--- src/rtl/edge_delay_pkg.sv ---
`timescale 1ns/1ps
package edge_delay_pkg;
  // Strobes passed from the edge-detect control to the timing datapath
  typedef struct packed {
    logic riseStart;
    logic fallStart;
    logic level;
  } edgeStrb_t;
endpackage

--- src/rtl/edge_delay_ctrl.sv ---
`timescale 1ns/1ps
module edge_delay_ctrl
  import edge_delay_pkg::*;
#(
  parameter int SYNC_STAGES = 2
) (
  input  logic      clk,
  input  logic      rst,
  input  logic      asyncIn,
  output edgeStrb_t strb
);
  logic [SYNC_STAGES-1:0] chain;
  logic                   lastLvl;

  always_ff @(posedge clk) begin
    if (rst) begin
      chain   <= '0;
      lastLvl <= 1'b0;
    end else begin
      chain   <= {chain[SYNC_STAGES-2:0], asyncIn};
      lastLvl <= chain[SYNC_STAGES-1];
    end
  end

  always_comb begin
    strb.level     = chain[SYNC_STAGES-1];
    strb.riseStart = chain[SYNC_STAGES-1] & ~lastLvl;
    strb.fallStart = ~chain[SYNC_STAGES-1] & lastLvl;
  end
endmodule

--- src/rtl/edge_timer.sv ---
`timescale 1ns/1ps
module edge_timer #(
  parameter int LOAD  = 298,
  parameter int CNT_W = 9
) (
  input  logic clk,
  input  logic rst,
  input  logic start,
  output logic active,
  output logic expire,
  output logic restart
);
  logic [CNT_W-1:0] cnt;

  assign expire  = active && (cnt == CNT_W'(1));
  assign restart = start && active && !expire;

  always_ff @(posedge clk) begin
    if (rst) begin
      active <= 1'b0;
      cnt    <= '0;
    end else if (start) begin
      active <= 1'b1;
      cnt    <= CNT_W'(LOAD);
    end else if (active) begin
      if (cnt == CNT_W'(1)) active <= 1'b0;
      else                  cnt    <= cnt - CNT_W'(1);
    end
  end
endmodule

--- src/rtl/edge_delay_dp.sv ---
`timescale 1ns/1ps
module edge_delay_dp
  import edge_delay_pkg::*;
#(
  parameter int DELAY_CYC   = 300,
  parameter int SYNC_STAGES = 2,
  parameter bit LOW_RES     = 1'b0,
  parameter int DECIM       = 10
) (
  input  logic      clk,
  input  logic      rst,
  input  edgeStrb_t strb,
  output logic      outLvl,
  output logic      overrun
);
  localparam int LOAD  = DELAY_CYC - SYNC_STAGES;
  localparam int CNT_W = $clog2(DELAY_CYC + 1);
  localparam int TAPS  = DELAY_CYC / DECIM;
  localparam int PRE_W = $clog2(DECIM);

  wire unusedStrb = ^strb;

  generate
    if (LOW_RES == 1'b0) begin : g_fine
      logic riseAct, riseExp, riseRestart;
      logic fallAct, fallExp, fallRestart;

      edge_timer #(.LOAD(LOAD), .CNT_W(CNT_W)) uRise (
        .clk(clk), .rst(rst), .start(strb.riseStart),
        .active(riseAct), .expire(riseExp), .restart(riseRestart));

      edge_timer #(.LOAD(LOAD), .CNT_W(CNT_W)) uFall (
        .clk(clk), .rst(rst), .start(strb.fallStart),
        .active(fallAct), .expire(fallExp), .restart(fallRestart));

      always_ff @(posedge clk) begin
        if (rst) begin
          outLvl  <= 1'b0;
          overrun <= 1'b0;
        end else begin
          overrun <= riseRestart | fallRestart;
          if (fallExp)      outLvl <= 1'b0;
          else if (riseExp) outLvl <= 1'b1;
        end
      end

      AST_ONE_EXPIRE: assert property (@(posedge clk) disable iff (rst)
        !(riseExp && fallExp));
      AST_START_ONEHOT: assert property (@(posedge clk) disable iff (rst)
        $onehot0({strb.riseStart, strb.fallStart}));
      AST_IDLE_HOLD: assert property (@(posedge clk) disable iff (rst)
        (!riseAct && !fallAct) |=> $stable(outLvl));
      AST_RISE_FROM_TIMER: assert property (@(posedge clk) disable iff (rst)
        $rose(outLvl) |-> $past(riseAct));
      AST_OVR_SINGLE: assert property (@(posedge clk) disable iff (rst)
        overrun |=> !overrun);
    end else begin : g_coarse
      logic [PRE_W-1:0] pre;
      logic [TAPS-1:0]  taps;
      logic             tick;

      assign tick    = (pre == '0);
      assign outLvl  = taps[TAPS-1];
      assign overrun = 1'b0;

      always_ff @(posedge clk) begin
        if (rst) begin
          pre  <= '0;
          taps <= '0;
        end else begin
          pre <= (pre == PRE_W'(DECIM - 1)) ? '0 : pre + PRE_W'(1);
          if (tick) taps <= {taps[TAPS-2:0], strb.level};
        end
      end
    end
  endgenerate

  AST_RESET_CLEAR: assert property (@(posedge clk) disable iff (rst)
    $past(rst) |-> (!outLvl && !overrun));
endmodule

--- src/rtl/edge_delay_line.sv ---
`timescale 1ns/1ps
module edge_delay_line
  import edge_delay_pkg::*;
#(
  parameter int DELAY_CYC   = 300,
  parameter int SYNC_STAGES = 2,
  parameter bit LOW_RES     = 1'b0,
  parameter int DECIM       = 10
) (
  input  logic clk,
  input  logic rst,
  input  logic asyncIn,
  output logic delayedOut,
  output logic overrun
);
  edgeStrb_t strb;

  edge_delay_ctrl #(.SYNC_STAGES(SYNC_STAGES)) uCtrl (
    .clk(clk), .rst(rst), .asyncIn(asyncIn), .strb(strb));

  edge_delay_dp #(
    .DELAY_CYC(DELAY_CYC), .SYNC_STAGES(SYNC_STAGES),
    .LOW_RES(LOW_RES), .DECIM(DECIM)
  ) uDp (
    .clk(clk), .rst(rst), .strb(strb),
    .outLvl(delayedOut), .overrun(overrun));
endmodule

--- config.mk ---
export PLATFORM = sky130hd
export DESIGN_NAME = edge_delay_line
export DESIGN_NICKNAME = d
export VERILOG_FILES = /design/src/rtl/edge_delay_pkg.sv /design/src/rtl/edge_delay_ctrl.sv /design/src/rtl/edge_timer.sv /design/src/rtl/edge_delay_dp.sv /design/src/rtl/edge_delay_line.sv
export SDC_FILE = /design/constraint.sdc
export NUM_CORES = 1
export LEC_CHECK = 0
export ABC_AREA = 1
export BUFFER_PORTS_ARGS = -buffer_cell sky130_fd_sc_hd__buf_2
export CORE_AREA = 2 2 64 66
export CTS_CLUSTER_DIAMETER = 40
export DETAILED_ROUTE_END_ITERATION = 10
export DIE_AREA = 0 0 66 68
export MAX_ROUTING_LAYER = met4
export PLACE_DENSITY_LB_ADDON = 0.3
export SETUP_SLACK_MARGIN = 0.02
export SYNTH_ARGS = -nofsm -noshare
export SYNTH_HDL_FRONTEND = slang
export SYNTH_SLANG_ARGS = --single-unit
--- constraint.sdc ---
create_clock -name clk -period 1.8 [get_ports clk]
set_input_delay 0.45 -clock clk [delete_from_list [all_inputs] [get_ports clk]]
set_output_delay 0.45 -clock clk [all_outputs]
set_load 0.05 [all_outputs]
======== Word-level counts from Yosys, hierarchy flattened ========
Cells that the tools add are included.
word-level totals
  bits in registers ....................... 25
  input bits .............................. 3
  output and inout port bits .............. 2
  logic and storage cells ................. 52
cells by class
  $add $sub $neg .......................... 2
  eq/ne operators ......................... 4
  muxes and demuxes ....................... 12
  bitwise logic cells ..................... 7
  reductions and logical operators ........ 17
operator list
  kind                                               number
  2-to-1 mux 9 bit                                   6
  == test 9 x 1 -> 1 bit (second input constant)     2
  subtractor 9 x 1 -> 9 bit (second input constant)  2
  AND reduction 2 bit                                4
  logical AND 1 bit                                  6
  2-to-1 mux 1 bit                                   6
  OR reduction 2 bit                                 3
  inequality test 2 bit (second input constant)      2
  inverter 1 bit                                     4
  nonzero test 2 bit                                 2
  AND 1 bit                                          2
  logical NOT 1 bit                                  2
  bitwise OR 1 bit                                   1

======== Depth between registers and ports, before layout ========
  depth after elaboration ................. 5
  depth in mapped cells ................... 10
  depth with buffers taken out ............ 10

======== Cells and area by module ========
From an unflattened synthesis, not the netlist that was laid out.
second synthesis, totals
  cells, all modules ...................... 202
  area total of the unflattened synthesis .. 1366.3 sq um
modules (own cells, without submodules)
  module           instances  cells each  area an instance (sq um)  sequential area each (sq um)
  edge_timer       2          90          598.1                     200.2
  edge_delay_ctrl  1          13          101.3                     60.1
  edge_delay_dp    1          9           68.8                      40.0

======== Least setup slack after synthesis ========
OpenSTA, ideal clock, no wires.
  path kind ............................... reg-to-reg
  start ................................... reg uDp.g_fine.uFall.cnt[1]
  end ..................................... reg uDp.g_fine.uFall.cnt[1]
  library setup time ...................... 0.121 ns
  arrival time ............................ 1.120 ns
  data required time ...................... 1.679 ns
  setup slack ............................. 0.560 ns
  cell stages (with the launch flop) ...... 10
  path buffers ............................ 0
  clock period less this slack ............ 1.240 ns
  cell sequence ........................... dfxtp_1 inv_1 ha_1 nand2_1 nor2_4 nand2_8 nand2_8 inv_6 nor2_1 a21oi_1
on the way
  word-level cells in the longest chain between the ends .. 4
  elaborated cells on any way between the ends .. 7
ends and longest elaborated chain
  what                       RTL line          source
  start, declared            edge_timer.sv:13  logic [CNT_W-1:0] cnt;
  start signal, assigned     edge_timer.sv:24  cnt <= CNT_W'(LOAD);
  start signal, assigned     edge_timer.sv:27  else cnt <= cnt - CNT_W'(1);
  subtractor 9 x 1 -> 9 bit  edge_timer.sv:27
  2-to-1 mux 9 bit           edge_timer.sv:26  if (cnt == CNT_W'(1)) active <= 1'b0;
  2-to-1 mux 9 bit           edge_timer.sv:25  end else if (active) begin
  2-to-1 mux 9 bit           edge_timer.sv:22  end else if (start) begin
Parallel ways exist; a longest one is shown, timed or not. The select of a mux whose other input is x is not followed.
A chain may end at the register's enable or synchronous reset.

======== Worst setup path after layout ========
Same ends and word-level chain as after synthesis.

==> qor.yml <==
total_power_mw: 1.24
avgSynthCellArea_um2: 7.17
finalHoldViolations: 0
synth_cell_types: 22
use_met1: 0.186
synth_warnings: 0
clockBufferDepth: 2
ir_drop_mv: 0.337
grt_pass1_wl_mm: 4.48
fillCellCount: 424
worst_pin_slew_ps: 469
cp-end-kind: "flop"
synthCells: 195
worst_setup_path_start_kind: "flop"
power_per_cell_area_nw_per_um2: 822
required_ps: 1960
fin_nets: 208
r2r_slack_ps: 430
antenna_found_initial: 0
finalClockSkew_ps: 5.24
ys_ff_latch: 25
htree_levels: 1
dp_hpwl_mm: 1.88
synthesis.nets: 202
min_path_type: "input pin to flop"
ctsHoldBuffers: 0
routedWlPerCell_um: 9.82
drv_slew: 0
worst_ep_arrival_time_ps: 1540
start_util: 0.363
die_area_um2: 4490
cts_resized: 0
rsz0062_at_grt: "no"
vias: 1148
io_pins: 5
antenna_cells: 0
drt_wl_total_mm: 2.45
leakagePower_nw: 0.660
fp.coreArea_um2: 3860
fp.dieW_um: 66
ant_nets: 0
status: "finished, final reports clean"
postCtsSetupRepairBufs: 0
cts_tree: "yes"
drc: 0
finalCritPeriodShare: 0.763
grt-busiest-layer: "met1"
io_buffers: 4
gp_congestion: 0.847
final_cell_mix: "44 x nand2_1, 25 x nor2_1, 25 x dfxtp_1, 24 x inv_1, 18 x nand3_1"
finalSetupTns_ps: 0
setup_violations: 0
grt.met3_usage: 0.0197
drt_iter0_markers: 47
final_common_cell: "nand2_1"
fmax_mhz: 728
critical_path_class: "flop to flop"
slew_headroom: 0.687
grt_use_total: 0.131
syn_area_um2: 1400
cap_viol_max_count: 0
fin_crit_ps: 1370
area_growth_pct: 7.60
synth_seq_area_share: 0.358
cts_inserted_buffers: 3
rows: 23
first_pass_iters: 4
grtUsageMet2: 0.186
root_buffer: "clkbuf_8"
drive_gt1_frac: 0.155
globalRouteOverflowTotal: 0
die_h_um: 68
grt_max_degree: 14
clock_latency_ps: 270
cts.sinks: 25
clk_pin_slew_ps: 90
viasPerCell: 4.59
cp_max_fo: 8
first_global_vias: 1026
[cells by family after synthesis]
group	Yosys count	share of synthesized area
adders and majority gates	4	0.0358
and+or+nand+nor	108	0.390
buffers and inverters	36	0.114
AOI/OAI and AO/OA	16	0.0644
DFF	25	0.358
xor gates and xnor gates	6	0.0376
[worst paths after layout]
kind                                         startpoint                      end  cells past startpoint
worst max register to register  uDp.g_fine.uFall.cnt[1]  uDp.g_fine.uFall.cnt[1]                      9
worst max-delay path            uDp.g_fine.uFall.cnt[1]  uDp.g_fine.uFall.cnt[1]                      9
worst min register to register           uCtrl.chain[0]           uCtrl.chain[1]                      2
worst min-delay path                            asyncIn           uCtrl.chain[0]                      3
[synth_stat cells, drive strengths merged]
library cell  count  area, um^2
nand2            54         283
xor2              2        17.5
nand4             7        43.8
xnor2             4        35.0
dfxtp            25         500
nor2             29         129
buf               3        21.3
ha                4        50.1
a31oi             2        12.5
nand3            18        90.1
a21oi            14        77.6
clkinv            1        3.75
inv              32         135
[flip-flops by register name, summed over array words and instances, names as in the netlist]
name	cells
uDp.g_fine.uRise.cnt	9
uCtrl.lastLvl	1
uDp.g_fine.uFall.cnt	9
uDp.g_fine.uFall.active	1
uCtrl.chain	2
uDp.outLvl	1
uDp.g_fine.uRise.active	1
uDp.overrun	1
[power breakdown]
part	internal, mW	switching, mW
sequential	0.584	0.0337
combinational	0.108	0.173
clock	0.158	0.181
[critical path, stage by stage (launching register included)]
cell and delay [ps]:
dfxtp_1 320, inv_1 100, ha_1 160, nand2_1 80, nor2_4 180, nand2_8 100, nand2_8 90, inv_6 50
nor2_1 120, a21oi_1 80
[stage by stage]
stage                     hold slack [ps]  area (um^2)  cells  setup WS [ps]  utilization
final                                 380         1510    250            427        0.390
after global routing                  374         1510    250            310        0.390
after CTS                             374         1510    250            425        0.390
after detailed placement              406         1460    246            438        0.379
after global placement                408         1460    246            431        0.379
after floorplan                       388         1400    195            560            -
[area by class of cell]
| class | count | area, um^2 | share of cell area |
|---|---|---|---|
| clock buffer | 4 | 45.0 | 0.0299 |
| multi-input combinational | 134 | 738 | 0.490 |
| timing repair buffer | 4 | 20.0 | 0.0133 |
| tap | 50 | 62.6 | 0.0416 |
| sequential | 25 | 500 | 0.333 |
| inverter | 33 | 139 | 0.0923 |
[metal layers]
metal  vias up  routed length, um  share of wire
met3         6                 45          0.018
met5         -                  0              0
met4         0                 43          0.018
li1        622                  -              -
met2         8               1040           0.42
met1       512               1320           0.54
No activity file was read; power rests on OpenSTA's default activity.
